==> config.mk <==
export PLATFORM = sky130hd
export DESIGN_NAME = serial_div3_exact
export DESIGN_NICKNAME = d
export VERILOG_FILES = /design/src/rtl/serdiv3_pkg.sv /design/src/rtl/serdiv3_step.sv /design/src/rtl/serdiv3_bitcnt.sv /design/src/rtl/serial_div3_exact.sv
export SDC_FILE = /design/constraint.sdc
export NUM_CORES = 1
export LEC_CHECK = 0
export ABC_AREA = 1
export BUFFER_PORTS_ARGS = -buffer_cell sky130_fd_sc_hd__buf_2
export CAP_MARGIN = 15
export CORE_AREA = 2 2 39 41
export DETAILED_ROUTE_END_ITERATION = 16
export DIE_AREA = 0 0 41 43
export PLACE_DENSITY = 0.56
export SYNTH_ARGS = -nofsm -noshare
export SYNTH_HDL_FRONTEND = slang
export SYNTH_HIERARCHICAL = 1
export SYNTH_SLANG_ARGS = --single-unit
==> constraint.sdc <==
create_clock -name clk -period 4.1 [get_ports clk]
set_clock_uncertainty 0.1 [all_clocks]
set_input_delay 0.615 -clock clk [delete_from_list [all_inputs] [get_ports clk]]
set_output_delay 0.615 -clock clk [all_outputs]
set_load 0.03 [all_outputs]
==> src/rtl/serdiv3_pkg.sv <==
package serdiv3_pkg;

   // Borrow-tracking states, encoding (x,y); 2'b10 is unreachable
   typedef enum logic [1:0] {
      ST_IDLE = 2'b00,
      ST_MID  = 2'b01,
      ST_HIGH = 2'b11
   } div3_state_e;

   // Quotient bit is inverted only in the middle state
   function automatic logic flip_of(input div3_state_e s);
      return (s == ST_MID);
   endfunction

endpackage

==> src/rtl/serdiv3_step.sv <==
module serdiv3_step
   import serdiv3_pkg::*;
#(
   parameter int STYLE = 0   // 0: state table, 1: two-variable equations
) (
   input  div3_state_e cur_i,
   input  logic        din_i,
   output div3_state_e nxt_o,
   output logic        qbit_o
);

   initial begin
      assert (STYLE == 0 || STYLE == 1)
         else $error("serdiv3_step: STYLE must be 0 or 1");
   end

   generate
      if (STYLE == 0) begin : g_table
         always_comb begin
            qbit_o = din_i ^ flip_of(cur_i);
            unique case (cur_i)
               ST_IDLE: nxt_o = din_i ? ST_MID  : ST_IDLE;
               ST_MID:  nxt_o = din_i ? ST_IDLE : ST_HIGH;
               ST_HIGH: nxt_o = din_i ? ST_HIGH : ST_MID;
               default: nxt_o = ST_IDLE;
            endcase
         end
      end else begin : g_eqn
         logic sx, sy, nx, ny;
         always_comb begin
            sx     = cur_i[1];
            sy     = cur_i[0];
            nx     = sy & ~(sx ^ din_i);
            ny     = sx | (sy ^ din_i);
            nxt_o  = div3_state_e'({nx, ny});
            qbit_o = din_i ^ (sy & ~sx);
         end
      end
   endgenerate

endmodule

==> src/rtl/serdiv3_bitcnt.sv <==
module serdiv3_bitcnt #(
   parameter int WIDTH = 8,
   localparam int CW   = (WIDTH > 1) ? $clog2(WIDTH) : 1
) (
   input  logic clk,
   input  logic rst_n,
   input  logic clr_i,
   input  logic adv_i,
   output logic last_o
);

   localparam logic [CW-1:0] LAST = CW'(WIDTH - 1);

   logic [CW-1:0] cnt_q, base, cnt_d;

   always_comb begin
      base   = clr_i ? '0 : cnt_q;
      last_o = (base == LAST);
      cnt_d  = base;
      if (adv_i) cnt_d = last_o ? '0 : base + CW'(1);
   end

   always_ff @(posedge clk or negedge rst_n) begin
      if (!rst_n) cnt_q <= '0;
      else        cnt_q <= cnt_d;
   end

endmodule

==> src/rtl/serial_div3_exact.sv <==
module serial_div3_exact
   import serdiv3_pkg::*;
#(
   parameter int WIDTH      = 8,
   parameter int STEP_STYLE = 0,
   parameter int REG_OUT    = 1
) (
   input  logic clk,
   input  logic rst_n,
   input  logic start_i,
   input  logic bit_vld_i,
   input  logic bit_i,
   output logic q_vld_o,
   output logic q_o,
   output logic q_last_o,
   output logic ndiv_o
);

   initial begin
      assert (WIDTH >= 2) else $error("serial_div3_exact: WIDTH must be at least 2");
      assert (REG_OUT == 0 || REG_OUT == 1)
         else $error("serial_div3_exact: REG_OUT must be 0 or 1");
   end

   div3_state_e state_q, state_d, base_st, step_nxt;
   logic        qbit, last_bit, ndiv_q, ndiv_d;

   assign base_st = start_i ? ST_IDLE : state_q;

   serdiv3_step #(.STYLE(STEP_STYLE)) u_step (
      .cur_i  (base_st),
      .din_i  (bit_i),
      .nxt_o  (step_nxt),
      .qbit_o (qbit)
   );

   serdiv3_bitcnt #(.WIDTH(WIDTH)) u_cnt (
      .clk    (clk),
      .rst_n  (rst_n),
      .clr_i  (start_i),
      .adv_i  (bit_vld_i),
      .last_o (last_bit)
   );

   always_comb begin
      state_d = base_st;
      ndiv_d  = start_i ? 1'b0 : ndiv_q;
      if (bit_vld_i) begin
         state_d = last_bit ? ST_IDLE : step_nxt;
         if (last_bit) ndiv_d = (step_nxt != ST_IDLE);
      end
   end

   always_ff @(posedge clk or negedge rst_n) begin
      if (!rst_n) begin
         state_q <= ST_IDLE;
         ndiv_q  <= 1'b0;
      end else begin
         state_q <= state_d;
         ndiv_q  <= ndiv_d;
      end
   end

   generate
      if (REG_OUT == 1) begin : g_reg
         logic vld_r, q_r, last_r;
         always_ff @(posedge clk or negedge rst_n) begin
            if (!rst_n) begin
               vld_r  <= 1'b0;
               q_r    <= 1'b0;
               last_r <= 1'b0;
            end else begin
               vld_r  <= bit_vld_i;
               q_r    <= bit_vld_i & qbit;
               last_r <= bit_vld_i & last_bit;
            end
         end
         assign q_vld_o  = vld_r;
         assign q_o      = q_r;
         assign q_last_o = last_r;
         assign ndiv_o   = ndiv_q;
      end else begin : g_comb
         assign q_vld_o  = bit_vld_i;
         assign q_o      = bit_vld_i & qbit;
         assign q_last_o = bit_vld_i & last_bit;
         assign ndiv_o   = ndiv_d;
      end
   endgenerate

endmodule

# After elaboration in Yosys (flattened, before gate mapping)
# Cells that the tools add are included.
[op_classes]
addsub = 1
n_eq_ne = 3
n_mux = 13
bitwise = 3
n_reduce_logical = 2
[op_table]
columns = ["cell", "n"]
rows = [
  ["2-bit two-way mux", 5],
  ["3-bit two-way mux", 3],
  ["2-bit case mux with 3 select lines", 1],
  ["1-bit two-way mux", 4],
  ["3-bit by 1-bit adder with 3-bit output (second input constant)", 1],
  ["3-bit equality test (second input constant)", 1],
  ["1-bit bitwise AND", 2],
  ["2-bit by 1-bit equality test with 1-bit output (second input constant)", 1],
  ["2-bit equality test (second input constant)", 1],
  ["2-bit logical NOT", 1],
  ["2-bit nonzero test", 1],
  ["1-bit XOR", 1],
]
[totals]
register_bits = 9
in_bits = 5
wordCells = 28

# Longest topological paths before layout
# Gate-level depths: netlist (run 1).
[depth]
ltp_word = 6
mapped_depth = 13

# Hierarchy
# The synthesis (run 1) kept the hierarchy.
[modules_own_cells]
columns = ["mod", "n_inst", "cells_per_inst", "area_each_um2", "seq_area_each_um2"]
rows = [
  ["serial_div3_exact", 1, 29, 245.2, 150.1],
  ["serdiv3_bitcnt", 1, 22, 170.2, 75.1],
  ["serdiv3_step", 1, 14, 68.8, 0.0],
]

# Worst setup path before layout (run 1)
# No wires, ideal clock.
[synth_path]
kind = "input to register"
startpoint = "input port start_i"
endpoint = "register ndiv_q, in the netlist ndiv_o"
setup_ps = 117
arrival_time_ps = 1369
t_required_ps = 3883
slack_ps = 2513
stages = 11
cell_sequence = "nor2_1 > nor2_2 > ha_1 > inv_1 > nand2_1 > nand2_1 > nand2_1 > inv_1 > nand2_1 > nand2_1 > nand2_1"
[synth_between]
elab_chain_len = 6
elab_cells_between_ends = 11
classes_between = "eq/ne: 3; mux: 6; reduce/logical: 2"
[synth_lines]
columns = ["element", "line_no", "source"]
rows = [
  ["start, declared", "serial_div3_exact.sv:10", "input logic start_i,"],
  ["2-bit two-way mux (*)", "serial_div3_exact.sv:28", "assign base_st = start_i ? ST_IDLE : state_q;"],
  ["2-bit equality test (tied with other cells)", "serdiv3_step.sv:21", "unique case (cur_i)"],
  ["2-bit case mux with 3 select lines (*)", "serdiv3_step.sv:21", ""],
  ["named net step_nxt[0]", "serial_div3_exact.sv:25", "div3_state_e state_q, state_d, base_st, step_nxt;"],
  ["2-bit nonzero test (*)", "serial_div3_exact.sv:50", "if (last_bit) ndiv_d = (step_nxt != ST_IDLE);"],
  ["1-bit two-way mux (*)", "serial_div3_exact.sv:50", ""],
  ["1-bit two-way mux (*)", "serial_div3_exact.sv:48", "if (bit_vld_i) begin"],
  ["named net ndiv_d", "serial_div3_exact.sv:26", "logic qbit, last_bit, ndiv_q, ndiv_d;"],
  ["end signal, assigned", "serial_div3_exact.sv:60", "ndiv_q <= ndiv_d;"],
  ["end, declared", "serial_div3_exact.sv:26", ""],
]
# Mark *: on every way through the listed nets, which the timed path passes. The rest lies on a longest branch.

# Worst setup path in the final report (run 1)
[layout_path]
startpoint = "input port start_i"
endpoint = "register ndiv_q, in the netlist ndiv_o"
[layout_between]
elab_chain_len = 6
elab_cells_between_ends = 11
classes_between = "eq/ne: 3; mux: 6; reduce/logical: 2"
[layout_lines]
columns = ["element", "line_no"]
rows = [
  ["2-bit two-way mux (*)", "serial_div3_exact.sv:28"],
  ["named net base_st[1]", "serial_div3_exact.sv:25"],
  ["2-bit equality test (tied with other cells)", "serdiv3_step.sv:21"],
  ["2-bit case mux with 3 select lines (*)", "serdiv3_step.sv:21"],
  ["named net step_nxt[0]", "serial_div3_exact.sv:25"],
  ["2-bit nonzero test (*)", "serial_div3_exact.sv:50"],
  ["1-bit two-way mux (*)", "serial_div3_exact.sv:50"],
  ["1-bit two-way mux (*)", "serial_div3_exact.sv:48"],
  ["named net ndiv_d", "serial_div3_exact.sv:26"],
]
# Marked as above.

==> metrics, run 1 <==
max-slew violations 0; post-synth design cell area 484 µm²; largest family of logic cells by synthesized area simple AND/OR/NAND/NOR gates; synth cell count leaders 18 x nand2_1, 17 x inv_1, 9 x dfrtp_1; Slew @ Worst Pin 0.213 ns; Initial Util 35.0%; CTS buffer count 3; fill count 149; DR pass1 iterations 4; fmax 636 MHz; Peak VDD IR 0.189 mV; Core Area 0.00138 mm²; sequential standard cell area 225 µm²; Max FO, Critical Path 6; Worst-path clk slew 0.06 ns; Post-synth ARST share 100%; pwr/cell area 329 mW/mm²; cells after synthesis 65; pre-CTS setup slack 2.26 ns; die height 43 µm; Die ar. 0.00176 mm²; CTS resizes 0; clk buf depth 2; Critical Path RT 4.15 ns; via count 406; DRT antenna net count 0; Compound-Gate Fraction of Synth Area 1.81%; Critical Path AT 1.62 ns; Synth Area in Simple Gates 29.2%; Multi-input gate area 188 µm²; row count 14; Post-synth EDFFs 0; area leader, netlist dfrtp_1; Skew-Pair Late Insertion Delay 0.26 ns; post-CTS setup repair buffer count 0; Final Cell Area 571 µm²; final core occ 41.2%; Chip Width 41 µm; # DRC 0; first-pass GRT wire length 1410 µm; CP Capture Type register; initial antenna violation count 0; fin crit share 38.4%; setup TNS 0 ns; RSZ-0062 raised after global routing no; IO buf count 8; largest net degree at the start of global routing 11; #FFs+latches synth 9; HP Class input port to async pin; hpwl dp 632 µm; Root Buffer clkbuf_4; post-synthesis mux area share 0%; count leader, synth nand2_1; hold buffer count at cts 0; share of the synthesized area in the top cell type 46.5%; Main synth FF type dfrtp_1; status finished, final reports clean; yosys warns 6; syn nets 73; CP startpoint kind input port; GP Congestion 0.704; adder-cell share of the synthesized area 7.75%; Area after DPL 544 µm²; CTS tree built; CP Class input port to register; Synth area leaders dfrtp_1 47%, nand2_1 14%, inv_1 13%; xor-xnor portion of the synthesized cell area 0%; final setup fails 0; Relative slew margins 85.8%; Nets 86; max_cap viols 0; vias per cell 4.37; diode count 0; Synth Area per Inst 7.45 µm²; I/O pin count 9; Avg WL per Cell 8.58 µm; Syn-to-layout area delta 17.8%; share of layout cells above drive strength 1 22.1%; Synth cell types 10; Tmin final 1.57 ns; fin worst setup slack 2.53 ns; Overflow after GRT 0; Static Leak 0.360 nW; sequential fraction of the synthesis area 46.5%; Hold Vio Cnt, Final 0; vias in the first global route 351; CTS sink cnt 9; htree depth 1; drt total wl 798 µm; initial drt markers 13; total track usage 12.4%
layout make-up:
cell class | instances | share of cell area (%)
clock buffers | 4 | 4.61
inverters | 19 | 12.5
multi-input cells | 37 | 32.9
flip-flops and latches | 9 | 39.5
well taps | 16 | 3.51
repair buffers | 8 | 7.02
registers in the layout (all words and copies together) (netlist names):
name and count:
q_last_o 1, q_vld_o 1, q_o 1, u_cnt/cnt_q 3
state_q 2, ndiv_o 1
per-stage QoR:
step	power [mW]	hold slack, ns	instances
after floorplan	0.114	0.219	65
after global placement	0.124	0.376	89
after detailed placement	0.124	0.377	89
after CTS	0.192	0.0960	93
after global routing	0.204	0.0900	93
final	0.188	0.0969	93
per-layer routing:
metal | part of all wire [%] | up-vias | global-route usage [%]
met5 | 0 | - | 0
met4 | 0 | 0 | 4.00
li1 | - | 214 | -
met2 | 45 | 9 | 16.6
met3 | 7.5 | 0 | 9.42
met1 | 47 | 183 | 15.1
power by group:
group | internal (mW) | switching (mW)
Combinational | 0.00857 | 0.0176
Sequential | 0.0937 | 0.00231
Clock | 0.0373 | 0.0281
final timing paths:
check                                    startpoint                        to  slack [ns]  cells past startpoint
max                                         start_i          ndiv_o$_DFF_PN0_        2.53                     12
min                                           rst_n          ndiv_o$_DFF_PN0_         0.1                      1
max reg2reg                    state_q[1]$_DFF_PN0_          ndiv_o$_DFF_PN0_        2.68                     12
min reg2reg                u_cnt/cnt_q[1]$_DFF_PN0_  u_cnt/cnt_q[1]$_DFF_PN0_        0.41                      2
max in group asynchronous                     rst_n      state_q[1]$_DFF_PN0_        3.62                      1
min in group clk           u_cnt/cnt_q[1]$_DFF_PN0_  u_cnt/cnt_q[1]$_DFF_PN0_        0.41                      2
critical path: stages:
cell     delay (ns)
buf_2          0.14
nor2_1         0.21
nor2_2         0.07
ha_1           0.18
inv_1          0.05
nand2_1        0.05
nand2_1        0.05
nand2_1        0.06
inv_1          0.05
nand2_1        0.04
nand2_1        0.05
nand2_1        0.05
logic make-up (layout without fill, tap and decap cells):
logic type	after synthesis	after routing
flops	9	9
buf+inv	19	31
fa+ha+maj	3	3
simple gates	33	33
compound gates	1	1
cells in the final DEF, fill, tap and decap left out:
cell type	synthesis	layout
inv_2	2	2
clkbuf_4	0	3
dfrtp_1	9	9
ha_1	3	3
nand2_2	2	2
nand2_1	18	18
nor2_1	4	4
clkbuf_1	0	1
nor2_2	1	1
nand3_1	8	8
buf_2	0	8
o21ai_2	1	1
inv_1	17	17
Note: power is estimated with default switching activity, not from simulation.
==> run 2: changes to the inputs <==
ABC_AREA = 0   (was 1)
PLACE_DENSITY = 0.53   (was 0.56)
clock period = 1.5 ns   (was 4.1 ns; I/O delays follow)
==> run 2 against run 1 <==
Against the previous run:
- via count down 20%
- final cell count down 25%
- final area up 7.0%
- first-iteration DRC count down 85%
- die area unchanged
- sequential share of layout area down 2.6 points
- combinational power rose to 3.6 times the previous value
==> metrics, run 2 <==
CTS tree built; Avg WL per Cell 12.1 µm; initial antenna violation count 0; Max FO, Critical Path 2; hpwl dp 590 µm; htree depth 1; sequential fraction of the synthesis area 50.0%; CTS sink cnt 9; fin crit share 98.7%; max FFs per register 3; count leader, synth dfrtp_1; #FFs+latches synth 9; clock share of power 34.9%; CP Capture Type register; max-slew violations 0; CP Class register to register; Critical Path RT 1.54 ns; total track usage 12.2%; most frequent cells in the layout 9 x dfrtp_1, 8 x buf_2; Hold Vio Cnt, Final 0; Root Buffer clkbuf_4; most common cell after layout, fill and taps aside dfrtp_1; final setup fails 0; Synth cell types 19; GP Congestion 0.781; first-pass GRT wire length 1340 µm; Slowest Stage Delay on Critical Path 0.37 ns; IO buf count 8; yosys warns 6; die height 43 µm; Overflow after GRT 0; sequential standard cell area 225 µm²; Main synth FF type dfrtp_1; Chip Width 41 µm; CP cell instances nor2b_4 -> and2b_2 -> ha_4 -> nor2_4 -> a21oi_2 -> o211ai_1 -> o21ai_1; RSZ-0062 raised after global routing yes; Worst path slowest cell dfrtp_1; Relative slew margins 86.2%; largest net degree at the start of global routing 10; vias in the first global route 311; Biggest register u_cnt/cnt_q; status finished, final reports clean; Buf/Inv on CP 0; synth cell count leaders 9 x dfrtp_1, 5 x nor2b_1, 3 x ha_1, 3 x inv_1; Tmin final 1.48 ns; Comb pwr share 17.1%; CP delay by family, top simple AND/OR/NAND/NOR gates; # DRC 0; Post-synth EDFFs 0; CTS buffer count 3; setup TNS 0 ns; Initial Util 32.5%; Core Area 0.00138 mm²; share of layout cells above drive strength 1 50.0%; Critical Path AT 1.52 ns; total chip power 0.548 mW; vias per cell 4.66; Multi-input gate area 255 µm²; initial drt markers 2; Seq pwr share 48.0%; Net Switching 0.140 mW; Static Leak 0.311 nW; fmax 675 MHz; I/O pin count 9; pwr/cell area 898 mW/mm²; Syn-to-layout area delta 35.6%; clk buf depth 2; switch share 25.4%; max_cap viols 0; Synth area leaders dfrtp_1 50%, ha_1 8.3%, nor2b_1 6.9%; via count 326; Synth Area per Inst 11.9 µm²; post-CTS setup repair buffer count 0; CP startpoint kind register; Slew @ Worst Pin 0.206 ns; cells after synthesis 38; Nets 63; Die ar. 0.00176 mm²; cell-internal power 0.409 mW; drt total wl 844 µm; share of the synthesized area in the top cell type 50.0%; DR pass1 iterations 3; fill count 146; post-synth design cell area 450 µm²; Skew-Pair Late Insertion Delay 0.26 ns; Worst-path clk slew 0.06 ns; Regs by FF count u_cnt/cnt_q x3, state_q x2; DRT antenna net count 0; syn nets 46; diode count 0; Post-synth ARST share 100%; row count 14; Peak VDD IR 0.266 mV; HP Class input port to register; area leader, netlist dfrtp_1
==> run 2: cell types whose count changed after synthesis, moves of 3 or more <==
cell     change
inv_1       -14
nand2_1     -18
nand3_1      -8
nor2_1       -3
nor2b_1      +5
==> run 2: worst register-to-register path, cell delays in order, from the launching register on <==
cell	delay (ns)
dfrtp_1	0.37
nor2b_4	0.12
and2b_2	0.21
ha_4	0.17
nor2_4	0.07
a21oi_2	0.06
o211ai_1	0.18
o21ai_1	0.09
==> run 2: path summary, 6_finish.rpt <==
path                                 startpoint                        to  slack (ns)  depth (start not counted)
setup reg to reg           state_q[0]$_DFF_PN0_          ndiv_o$_DFF_PN0_        0.02                          7
hold reg to reg                ndiv_o$_DFF_PN0_          ndiv_o$_DFF_PN0_        0.44                          2
hold / removal                        bit_vld_i         q_vld_o$_DFF_PN0_        0.09                          1
setup / recovery           state_q[0]$_DFF_PN0_          ndiv_o$_DFF_PN0_        0.02                          7
max in group asynchronous                 rst_n      state_q[1]$_DFF_PN0_        0.89                          2
min in group asynchronous                 rst_n  u_cnt/cnt_q[1]$_DFF_PN0_        0.24                          2
==> run 2: cells by family after synthesis <==
logic type,count (synthesis),synth area share (%)
simple gates,14,22.5
flops,9,50.0
compound gates,5,7.78
buf+inv,3,2.50
fa+ha+maj,3,8.33
xor+xnor,2,3.89
mux,2,5.00
==> run 2: layout make-up <==
class	instances	area share (%)
well taps	16	3.28
repair buffers	12	11.9
clock buffers	4	4.30
flip-flops and latches	9	36.9
inverters	3	1.84
multi-input cells	26	41.8
==> run 2: timing repair <==
item | CTS | global route
hold buffers | 1 | 0
pin swaps | 3 | 3
endpoints found under the hold margin | 9 | 0
resized for setup | 6 | 3
endpoints found under the setup margin | 1 | 2
==> run 2: routing by layer <==
metal	wire (µm)	global-route usage, %	vias to the layer above
met5	0	0	-
met4	34	12.0	0
met3	31	3.14	4
met2	386	15.3	10
met1	392	15.7	156
li1	-	-	156
==> run 2: through the flow <==
step | setup slack [ns] | area, µm² | utilization, % | hold WS [ns] | cells
after floorplan | 0.0315 | 453 | - | -0.171 | 38
after global placement | -0.0741 | 536 | 38.7 | -0.0143 | 65
after detailed placement | -0.0552 | 536 | 38.7 | -0.0144 | 65
after CTS | -0.0267 | 601 | 43.4 | 0.0779 | 70
after global routing | -0.0900 | 611 | 44.1 | 0.0762 | 70
final | 0.0196 | 611 | 44.1 | 0.0863 | 70
==> run 2: power groups by stage <==
| stage | Clock, mW | Combinational [mW] | Sequential [mW] |
|---|---|---|---|
| 2_1_floorplan | 0 | 0.0414 | 0.274 |
| 3_3_place_gp | 0 | 0.0791 | 0.267 |
| 3_5_place_dp | 0 | 0.0799 | 0.268 |
| 4_1_cts | 0.200 | 0.0910 | 0.263 |
| 5_1_grt | 0.214 | 0.105 | 0.265 |
| 6_report | 0.191 | 0.0937 | 0.263 |
